File: src/rtl/imc_pkg.sv
// Shared constants for the interrupt moderation controller.
// Assumes the cause vector is at least two bits wide.
package imc_pkg;

    // Fixed cause bit positions, decoded by software handlers
    localparam int CAUSE_TXW = 0;
    localparam int CAUSE_RXT = 1;

    // Register select codes
    typedef enum logic [2:0] {
        SEL_RX_PKT   = 3'd0,
        SEL_RX_ABS   = 3'd1,
        SEL_TX_PKT   = 3'd2,
        SEL_TX_ABS   = 3'd3,
        SEL_THROTTLE = 3'd4,
        SEL_MASK     = 3'd5
    } imc_sel_e;

    // Number of delay timers: per-packet and absolute for each direction
    localparam int NUM_TIMERS = 4;

endpackage

File: src/rtl/imc_delay_timer.sv
// Programmable delay timer for one direction.
// In per-packet mode each event reloads the count; in absolute mode only
// an event while idle arms it. A zero setting stops and disables it.
// The expire output is a registered one-cycle pulse.
// Assumes evt is a one-cycle strobe.
module imc_delay_timer #(
    parameter int DW          = 16,
    parameter int UNIT_CYCLES = 128,
    parameter bit ABS_MODE    = 1'b0
) (
    input  logic          clk,
    input  logic          rst_n,
    input  logic          evt,
    input  logic [DW-1:0] cfg,
    output logic          expire
);
    localparam int UW = $clog2(UNIT_CYCLES + 1);
    localparam int CW = DW + UW;
    localparam logic [CW-1:0] UNIT_C = CW'(UNIT_CYCLES);

    logic [CW-1:0] cnt;
    logic          running;
    logic          arm;
    logic [CW-1:0] load_val;

    // Decide whether this event (re)loads the count
    always_comb begin
        load_val = CW'(cfg) * UNIT_C;
        arm      = evt && (!ABS_MODE || !running);
    end

    // Count down and emit the expiry pulse
    always_ff @(posedge clk) begin
        if (!rst_n) begin
            cnt     <= '0;
            running <= 1'b0;
            expire  <= 1'b0;
        end else begin
            expire <= 1'b0;
            if (cfg == '0) begin
                running <= 1'b0;
            end else if (arm) begin
                cnt     <= load_val;
                running <= 1'b1;
            end else if (running) begin
                if (cnt == CW'(1)) begin
                    running <= 1'b0;
                    expire  <= 1'b1;
                end else begin
                    cnt <= cnt - CW'(1);
                end
            end
        end
    end

    AST_PULSE_SINGLE: assert property (@(posedge clk) disable iff (!rst_n)
        expire |=> !expire);

    AST_ZERO_OFF: assert property (@(posedge clk) disable iff (!rst_n)
        (cfg == '0) |=> !expire);

    generate
        if (ABS_MODE) begin : g_abs_chk
            AST_ABS_NO_EXTEND: assert property (@(posedge clk) disable iff (!rst_n)
                (running && evt && cfg != '0 && cnt > CW'(1)) |=> (cnt == $past(cnt) - CW'(1)));
        end
    endgenerate

endmodule

File: src/rtl/imc_throttle.sv
// Throttle interval counter. A start pulse with a nonzero interval loads
// interval*UNIT_CYCLES-1, so busy clears exactly interval*UNIT_CYCLES
// edges after the start edge. A zero interval never goes busy.
// Assumes start is asserted only on a rising interrupt line.
module imc_throttle #(
    parameter int DW          = 16,
    parameter int UNIT_CYCLES = 128
) (
    input  logic          clk,
    input  logic          rst_n,
    input  logic          start,
    input  logic [DW-1:0] ival,
    output logic          busy
);
    localparam int UW = $clog2(UNIT_CYCLES + 1);
    localparam int CW = DW + UW;
    localparam logic [CW-1:0] UNIT_C = CW'(UNIT_CYCLES);

    logic [CW-1:0] cnt;

    // Load on start, otherwise count down to zero
    always_ff @(posedge clk) begin
        if (!rst_n) begin
            cnt <= '0;
        end else if (start && ival != '0) begin
            cnt <= CW'(ival) * UNIT_C - CW'(1);
        end else if (cnt != '0) begin
            cnt <= cnt - CW'(1);
        end
    end

    // Busy while any interval remains
    always_comb busy = (cnt != '0);

    AST_BUSY_DRAINS: assert property (@(posedge clk) disable iff (!rst_n)
        (busy && !start) |=> (cnt == $past(cnt) - CW'(1)));

endmodule

File: src/rtl/intr_moderator.sv
// Interrupt moderation controller top.
// Holds the delay and throttle settings and the mask, runs four delay
// timers, records causes in a sticky pending register and drives the
// interrupt line through mask, throttle and immediate bypass.
// Assumes DW >= NC and NC >= 2; strobes are one cycle wide.
module intr_moderator
    import imc_pkg::*;
#(
    parameter int NC          = 4,
    parameter int DW          = 16,
    parameter int UNIT_CYCLES = 128
) (
    input  logic          clk,
    input  logic          rst_n,
    input  logic          rx_evt,
    input  logic          tx_evt,
    input  logic [NC-1:0] cause_in,
    input  logic          post_now,
    input  logic          reg_we,
    input  logic [2:0]    reg_sel,
    input  logic [DW-1:0] reg_wdata,
    input  logic          cause_rd,
    output logic [NC-1:0] cause_rdata,
    output logic          irq,
    output logic          rx_wb_req,
    output logic          tx_wb_req
);
    logic [DW-1:0] dly_cfg [NUM_TIMERS];
    logic [DW-1:0] thr_cfg;
    logic [NC-1:0] mask;
    logic [NC-1:0] pend;
    logic [NUM_TIMERS-1:0] t_evt;
    logic [NUM_TIMERS-1:0] t_exp;

    logic [NC-1:0] set_vec;
    logic [NC-1:0] pend_n;
    logic [NC-1:0] mask_n;
    logic          hit_n;
    logic          imm_hit;
    logic          irq_n;
    logic          thr_busy;
    logic          thr_start;

    // Hold the timer settings, throttle interval and mask
    always_ff @(posedge clk) begin
        if (!rst_n) begin
            for (int i = 0; i < NUM_TIMERS; i++) dly_cfg[i] <= '0;
            thr_cfg <= '0;
            mask    <= '0;
        end else if (reg_we) begin
            case (reg_sel)
                SEL_RX_PKT:   dly_cfg[0] <= reg_wdata;
                SEL_RX_ABS:   dly_cfg[1] <= reg_wdata;
                SEL_TX_PKT:   dly_cfg[2] <= reg_wdata;
                SEL_TX_ABS:   dly_cfg[3] <= reg_wdata;
                SEL_THROTTLE: thr_cfg    <= reg_wdata;
                SEL_MASK:     mask       <= reg_wdata[NC-1:0];
                default:      ;
            endcase
        end
    end

    // Route each direction's event to its pair of timers
    always_comb t_evt = {tx_evt, tx_evt, rx_evt, rx_evt};

    // Timer i: even index per-packet, odd index absolute
    generate
        for (genvar i = 0; i < NUM_TIMERS; i++) begin : g_tmr
            imc_delay_timer #(
                .DW          (DW),
                .UNIT_CYCLES (UNIT_CYCLES),
                .ABS_MODE    ((i % 2) == 1)
            ) u_tmr (
                .clk    (clk),
                .rst_n  (rst_n),
                .evt    (t_evt[i]),
                .cfg    (dly_cfg[i]),
                .expire (t_exp[i])
            );
        end
    endgenerate

    // Writeback requests per direction
    always_comb begin
        rx_wb_req = t_exp[0] | t_exp[1];
        tx_wb_req = t_exp[2] | t_exp[3];
    end

    // Next pending, mask and line state
    always_comb begin
        set_vec            = cause_in;
        set_vec[CAUSE_RXT] = cause_in[CAUSE_RXT] | rx_wb_req;
        set_vec[CAUSE_TXW] = cause_in[CAUSE_TXW] | tx_wb_req;
        pend_n  = (cause_rd ? '0 : pend) | set_vec;
        mask_n  = (reg_we && reg_sel == SEL_MASK) ? reg_wdata[NC-1:0] : mask;
        hit_n   = |(pend_n & mask_n);
        imm_hit = post_now && |(cause_in & mask_n);
        if (cause_rd)                  irq_n = 1'b0;
        else if (!hit_n)               irq_n = 1'b0;
        else if (irq)                  irq_n = 1'b1;
        else if (imm_hit || !thr_busy) irq_n = 1'b1;
        else                           irq_n = 1'b0;
        thr_start = irq_n && !irq;
    end

    // Register pending causes and the interrupt line
    always_ff @(posedge clk) begin
        if (!rst_n) begin
            pend <= '0;
            irq  <= 1'b0;
        end else begin
            pend <= pend_n;
            irq  <= irq_n;
        end
    end

    // Throttle interval between rises
    imc_throttle #(
        .DW          (DW),
        .UNIT_CYCLES (UNIT_CYCLES)
    ) u_thr (
        .clk   (clk),
        .rst_n (rst_n),
        .start (thr_start),
        .ival  (thr_cfg),
        .busy  (thr_busy)
    );

    // Present pending causes for reading
    always_comb cause_rdata = pend;

    AST_WB_SETS_CAUSE: assert property (@(posedge clk) disable iff (!rst_n)
        rx_wb_req |=> pend[CAUSE_RXT]);

    AST_PEND_STICKY: assert property (@(posedge clk) disable iff (!rst_n)
        !cause_rd |=> ((pend & $past(pend)) == $past(pend)));

    AST_LINE_NEEDS_CAUSE: assert property (@(posedge clk) disable iff (!rst_n)
        irq |-> ((pend & mask) != '0));

    AST_READ_DROPS: assert property (@(posedge clk) disable iff (!rst_n)
        cause_rd |=> !irq);

    AST_THROTTLE_HOLD: assert property (@(posedge clk) disable iff (!rst_n)
        (!irq && thr_busy && !imm_hit) |=> !irq);

endmodule

File: config.mk
export PLATFORM = sky130hd
export DESIGN_NAME = intr_moderator
export DESIGN_NICKNAME = d
export VERILOG_FILES = /design/src/rtl/imc_pkg.sv /design/src/rtl/imc_delay_timer.sv /design/src/rtl/imc_throttle.sv /design/src/rtl/intr_moderator.sv
export SDC_FILE = /design/constraint.sdc
export NUM_CORES = 1
export LEC_CHECK = 0
export ABC_AREA = 1
export BUFFER_PORTS_ARGS = -buffer_cell sky130_fd_sc_hd__buf_2
export CORE_ASPECT_RATIO = 1.25
export CORE_UTILIZATION = 35
export CTS_BUF_LIST = sky130_fd_sc_hd__clkbuf_8
export CTS_CLUSTER_SIZE = 30
export DETAILED_ROUTE_END_ITERATION = 10
export RECOVER_POWER = 50
export SLEW_MARGIN = 30
export SYNTH_ARGS = -nofsm -noshare
export SYNTH_HDL_FRONTEND = slang
export SYNTH_SLANG_ARGS = --single-unit
File: constraint.sdc
create_clock -name clk -period 4.6 [get_ports clk]
set_input_delay 0.92 -clock clk [delete_from_list [all_inputs] [get_ports clk]]
set_output_delay 0.92 -clock clk [all_outputs]
set_load 0.02 [all_outputs]
==> impl_metrics.ini, run 1 <==
[pwr]
switching_share_pct = 38.1
pwr-share-clk_pct = 27.8
ir_drop_uv = 376
p_comb_share_pct = 33.1
p_seq_share_pct = 39.2
p_int_mw = 3.84
p_switching_mw = 2.36
power.leakage_nw = 5.79
power_mw = 6.21
pwr_density_cell_mw_per_mm2 = 473

[synthesis]
synth_edf_count = 64
syn_nets = 1750
seq_area_frac_synth_pct = 41.9
ys.flop_type = dfxtp_1
synthCells = 1708
synthArstFlopShare_pct = 0
ys_ff_latch = 217
post_synth.cell_area_avg_um2 = 6.96
syn_area_mm2 = 0.0119
ys_warn_count = 0
synth.distinct_cells = 47

[detailed_routing]
post_drt_wl_per_cell_um = 14.2
drc = 0
ant_nets = 0
viasPerCell = 4.97
drt_iter0_drc = 661
drt-total-wl_um = 31100
drtPass1Iterations = 5
vias = 10900

[clock_network]
cts_buffer_depth = 3
htreeDepth = 2
postCtsSetupRepairBufs = 0
cts_made_buffers = 39
insertion_delay_ns = 0.54
post_cts_resized = 0
path_clk_slew_ns = 0.06
cts_sinks = 217
cts_root_buffer = clkbuf_8
ctsHoldBuffers = 0
cts_tree = done

[critical_path]
r2r_start = u_thr.cnt[0]$_SDFFE_PN0P_
arrival_ns = 3.61
r2r_slack_ns = 2.20
cp_max_fo = 32
worstReg2RegEnd = u_thr.cnt[22]$_SDFFE_PN0P_
path_cells = clkbuf_1 -> clkbuf_1 -> nand2_1 -> o31ai_1
worstSetupEndpoint = g_tmr[2].u_tmr.cnt[1]$_SDFFE_PN0P_
max_stage_delay_ns = 1.17
crit_required_ns = 5.05
worstSetupEndpointType = flop
slowest_stage = clkbuf_1
path_class = in2reg
worstSetupStartpointType = primary input
cp-startpoint = rst_n
reg2regPathDepth = 13
cp_common_cell = clkbuf_1

[timing]
fin_skew_ns = 0.0135
setup_ws_ns = 1.44
worstMarginPinSlew_ns = 1.65
finalHoldViolCount = 0
holdWs_ns = 0.467
post-route-period-util_pct = 68.7
period_minus_slack_ns = 3.16
slew_violations = 33
slew_headroom_pct = -10.0
setup_viol = 0
tns_ns = 0
max_freq_mhz = 317
rsz0062_at_grt = false

[global_routing]
grt_overflow_total = 0
grt_pass1_wl_um = 51000
grt_max_degree = 52
antenna_found_initial = 1
track_usage_pct = 18.0
grt_pass1_vias = 10400

[worst_hold_path]
hp-class = reg2reg
worstHoldStart = g_tmr[3].u_tmr.cnt[22]$_SDFFE_PN0P_

[floorplanning]
die_h_um = 208
core_area_mm2 = 0.0335
die_w_um = 167
placementRows = 75
start_util_pct = 35.5
io_pins = 37
dieArea_mm2 = 0.0347

[run]
drv_cap = 1

[cells_and_area]
layout-drive-gt1-share_pct = 7.97
fin_util_pct = 39.2
syn2layout_area_growth_pct = 10.5
layout.nets = 1782

[place]
place_ws_ns = 1.46
gp_congestion = 0.888
portBuffers = 36
dp_hpwl_um = 21900

[run_status]
run_status = finished, violations left
violations = max-capacitance violations, max-slew violations
==> flip-flops by register name, indices dropped and copies added (netlist names) <==
name / flops
cause_rdata: 4
dly_cfg: 64
g_tmr.u_tmr.cnt: 96
g_tmr.u_tmr.expire: 4
g_tmr.u_tmr.running: 4
irq: 1
mask: 4
thr_cfg: 16
u_thr.cnt: 24
==> placed cells by master, fill, tap and decap left out, types with 9 or more instances in the layout <==
cell | synthesis | layout
nor4_1 | 10 | 10
edfxtp_1 | 64 | 64
nor3_1 | 35 | 35
buf_2 | 11 | 30
a21oi_1 | 108 | 108
o21ai_0 | 91 | 91
nand3_1 | 96 | 96
o21ai_1 | 9 | 9
nand2_1 | 366 | 366
xor2_1 | 40 | 40
dfxtp_1 | 153 | 153
clkinv_2 | 0 | 10
inv_1 | 186 | 196
o211ai_1 | 15 | 15
or2_2 | 15 | 15
ha_1 | 12 | 12
clkbuf_8 | 0 | 42
nor2_1 | 328 | 328
xnor2_1 | 18 | 18
nor2_2 | 12 | 12
nand4_1 | 38 | 38
==> layout make-up <==
cell class	count	area [um^2]
antenna	1	2.50
sequential	217	4980
clock buffer	42	578
clock inverter	28	144
timing repair buffer	43	221
inverter	194	729
fill	3493	20400
tap	423	529
multi-input combinational	1245	5950
==> per-stage QoR <==
| step | instance area [um^2] | instances |
|---|---|---|
| after floorplan | 11900 | 1708 |
| after global placement | 12400 | 2122 |
| after detailed placement | 12400 | 2122 |
| after CTS | 13100 | 2192 |
| after global routing | 13100 | 2193 |
| final | 13100 | 2193 |
==> routing by layer <==
metal | vias to the layer above | wire [um] | global-route usage (%)
li1 | 5613 | - | -
met1 | 4988 | 13900 | 22.0
met2 | 232 | 14900 | 31.5
met3 | 58 | 1270 | 2.55
met4 | 0 | 1060 | 7.44
met5 | - | 0 | 0
==> cell families after synthesis <==
logic type | share of synthesized area [%]
DFF | 41.9
and+or+nand+nor | 32.8
AOI/OAI and AO/OA | 11.7
adders and majority gates | 1.26
xor gates and xnor gates | 4.27
buffers and inverters | 8.05
==> synthesized netlist by cell type, types with 2 or more instances <==
library cell  count  area [um^2]
edfxtp_1         64         1920
nand2_2           7         43.8
inv_1           186          698
dfxtp_1         153         3060
xnor2_1          18          158
nor4_1           10         62.6
nor2_4            2         22.5
and2_1            2         12.5
o21ai_0          91          455
nor3_2            3         30.0
ha_1             12          150
a21oi_1         108          541
a31oi_1           7         43.8
o211ai_1         15          113
xor2_1           40          350
clkbuf_1         33          124
o21ai_1           9         45.0
buf_4             3         22.5
o31ai_1           6         45.0
nand3b_1          3         22.5
nor2_2           12         75.1
nor2_1          328         1230
nor3_1           35          175
buf_1             3         11.3
nand3_1          96          480
a21o_1            2         15.0
o21a_1            3         22.5
o21bai_1          2         15.0
buf_2            11         55.1
nand4_1          38          238
nand2_1         366         1370
a211oi_1          5         37.5
inv_2             7         26.3
or2_2            15         93.8
==> how the worst min path moves through the flow <==
stage / endpoint / slack (ns) / cells past startpoint
after floorplan: g_tmr[2].u_tmr.expire$_SDFF_PP0_ / 0.43 / 2
after global placement: g_tmr[0].u_tmr.cnt[20]$_SDFFE_PN0P_ / 0.45 / 2
after detailed placement: g_tmr[3].u_tmr.cnt[23]$_SDFFE_PN0P_ / 0.46 / 2
after CTS: g_tmr[3].u_tmr.cnt[23]$_SDFFE_PN0P_ / 0.47 / 2
after global routing: g_tmr[0].u_tmr.cnt[20]$_SDFFE_PN0P_ / 0.50 / 2
final: g_tmr[3].u_tmr.cnt[22]$_SDFFE_PN0P_ / 0.47 / 2
==> critical path: cells and delay by family <==
family	cells	cell delay (ns)
AO/OA/AOI/OAI	1	0.25
buffers and inverters	2	2.16
AND/OR/NAND/NOR	1	0.26
==> power groups by stage <==
stage                     clock (mW)  combinational, mW  sequential [mW]
after global routing            1.85               2.37             2.46
after detailed placement           0               2.03             2.47
after floorplan                    0               1.64             2.41
final                           1.72               2.05             2.43
after CTS                       1.78               2.04             2.43
after global placement             0               2.01             2.47
Note: power is estimated with default switching activity, not from simulation.
==> run 2: changes to the inputs <==
ABC_AREA = 0   (was 1)
clock period = 3.15 ns   (was 4.6 ns; I/O delays follow)
==> run 2 against run 1 <==
Net effect: the flow still finishes with violations (max-capacitance violations, max-slew violations); largest cell class unchanged; worst setup slack worse by 1.2 ns; clock skew is 0.0099 ns higher; critical path type is now reg2reg; flip-flop and latch count unchanged; synthesized area decreased by 5.5%; critical endpoint is now u_thr.cnt[8]$_SDFFE_PN0P_; critical path depth up 4.
==> impl_metrics.ini, run 2 <==
[timing]
setup_ws_ns = 0.275
rsz0062_at_grt = false
post-route-period-util_pct = 91.3
finalHoldViolCount = 0
tns_ns = 0
holdWs_ns = 0.352
slew_headroom_pct = -10.2
max_freq_mhz = 348
setup_viol = 0
period_minus_slack_ns = 2.88
worstMarginPinSlew_ns = 1.65
fin_skew_ns = 0.0234
slew_violations = 32

[place]
gp_congestion = 0.858
dp_hpwl_um = 19800
dpl_cell_area_mm2 = 0.0119
portBuffers = 36
place_ws_ns = 0.199

[synthesis]
yosysTopAreaCell = dfxtp_1
synth_xor_xnor_area_share_pct = 3.98
synth_top_family_by_area = simple AND/OR/NAND/NOR gates
synth_commonest_cells = 154 x nand2_1, 153 x dfxtp_1, 122 x nor2_1, 93 x a21oi_1, 79 x o21ai_0
seq_area_frac_synth_pct = 44.4
synth.distinct_cells = 69
ys_warn_count = 0
post_synth.cell_area_avg_um2 = 8.60
syn_nets = 1348
synthCells = 1306
synthAdderAreaFrac_pct = 1.34
synth_edf_count = 64
synth.most_common_cell = nand2_1
ys_top_cells_by_area = dfxtp_1 27%, edfxtp_1 17%, nand2_1 5.1%
synth_compound_area_share_pct = 18.4
synthArstFlopShare_pct = 0
syn_area_mm2 = 0.0112
synthMuxAreaShare_pct = 1.20
ys.flop_type = dfxtp_1
synth_top_area_share_pct = 27.3
ys_ff_latch = 217
synthSimpleGateAreaFrac_pct = 27.4

[cells_and_area]
biggestRegsByFlops = g_tmr.u_tmr.cnt (96), dly_cfg (64), u_thr.cnt (24)
layout.nets = 1386
final_cell_mix = 154 x nand2_1, 153 x dfxtp_1, 120 x nor2_1, 93 x a21oi_1, 78 x o21ai_0
layout-drive-gt1-share_pct = 11.0
regMostFlops = g_tmr.u_tmr.cnt
diodes = 0
syn2layout_area_growth_pct = 12.1
final_common_cell = nand2_1
finalInstanceArea_mm2 = 0.0126
largest_reg_flops = 96

[clock_network]
path_clk_slew_ns = 0.06
post_cts_resized = 0
htreeDepth = 2
cts_tree = done
cts_root_buffer = clkbuf_8
insertion_delay_ns = 0.55
cts_buffer_depth = 3
ctsHoldBuffers = 0
postCtsSetupRepairBufs = 0
cts_made_buffers = 37
cts_sinks = 217

[floorplanning]
core_area_mm2 = 0.0313
start_util_pct = 35.9
placementRows = 72
dieArea_mm2 = 0.0328
io_pins = 37
die_h_um = 202
die_w_um = 162

[run]
drv_cap = 1

[critical_path]
worstSetupStartpointType = flop
arrival_ns = 3.26
cp_max_fo = 14
crit_required_ns = 3.54
worstSetupEndpointType = flop
path_class = reg2reg

[detailed_routing]
ant_nets = 0
vias = 9830
drt-total-wl_um = 29500
viasPerCell = 5.52
drtPass1Iterations = 5
drt_iter0_drc = 595
post_drt_wl_per_cell_um = 16.6
drc = 0

[pwr]
power.leakage_nw = 4.70
ir_drop_uv = 516
power_mw = 8.37
pwr_density_cell_mw_per_mm2 = 665

[run_status]
violations = max-capacitance violations, max-slew violations
run_status = finished, violations left

[global_routing]
antenna_found_initial = 0
grt_overflow_total = 0
grt_pass1_vias = 9553
track_usage_pct = 18.3
grt_pass1_wl_um = 48700
grt_max_degree = 57

[worst_hold_path]
hp-class = in2reg
==> run 2: stage by stage <==
stage          utilization, %  cells
2_1_floorplan               -   1306
3_3_place_gp             38.1   1712
3_5_place_dp             38.1   1712
4_1_cts                  40.4   1780
5_1_grt                  40.3   1780
6_report                 40.3   1780
==> run 2: metal layers <==
| metal | vias to the layer above | part of all wire, % | track usage, % |
|---|---|---|---|
| li1 | 4877 | - | - |
| met5 | - | 0 | 0 |
| met2 | 214 | 49 | 31.4 |
| met4 | 0 | 2.4 | 6.44 |
| met1 | 4690 | 44 | 23.0 |
| met3 | 49 | 4.8 | 3.22 |
==> run 2: power breakdown <==
part | total [mW] | switching (mW) | internal, mW
clock network | 2.50 | 1.20 | 1.31
logic | 2.34 | 1.38 | 0.965
registers | 3.52 | 0.329 | 3.20
==> run 2: logic make-up after synthesis <==
group	count (synthesis)
AND/OR/NAND/NOR	597
AO/OA/AOI/OAI	320
flip-flops	217
buffers and inverters	96
XOR/XNOR	51
multiplexers	13
adder cells (fa/ha/maj)	12
==> run 2: cell type report <==
cell class | count | area (um^2)
timing repair buffer | 73 | 420
fill | 3165 | 18700
inverter | 22 | 83.8
tap | 407 | 509
clock buffer | 42 | 578
multi-input combinational | 993 | 5870
clock inverter | 26 | 139
sequential | 217 | 4980
==> run 2: critical path, cell delays in order, from the launching register on <==
cell and delay [ns]:
dfxtp_1 0.31, inv_1 0.13, ha_1 0.19, nor3b_1 0.37, nand3_1 0.20, or4_1 0.56, a221o_1 0.56, o2111ai_1 0.29
o31ai_2 0.10
==> run 2: path summary, 6_finish.rpt <==
kind                                        from                             endpoint  slack (ns)  depth (start not counted)
max reg2reg            u_thr.cnt[0]$_SDFFE_PN0P_            u_thr.cnt[8]$_SDFFE_PN0P_        0.27                          8
min reg2reg  g_tmr[1].u_tmr.cnt[22]$_SDFFE_PN0P_  g_tmr[1].u_tmr.cnt[22]$_SDFFE_PN0P_        0.47                          2
min                                  cause_in[2]            cause_rdata[2]$_SDFF_PN0_        0.35                          3
max                    u_thr.cnt[0]$_SDFFE_PN0P_            u_thr.cnt[8]$_SDFFE_PN0P_        0.27                          8
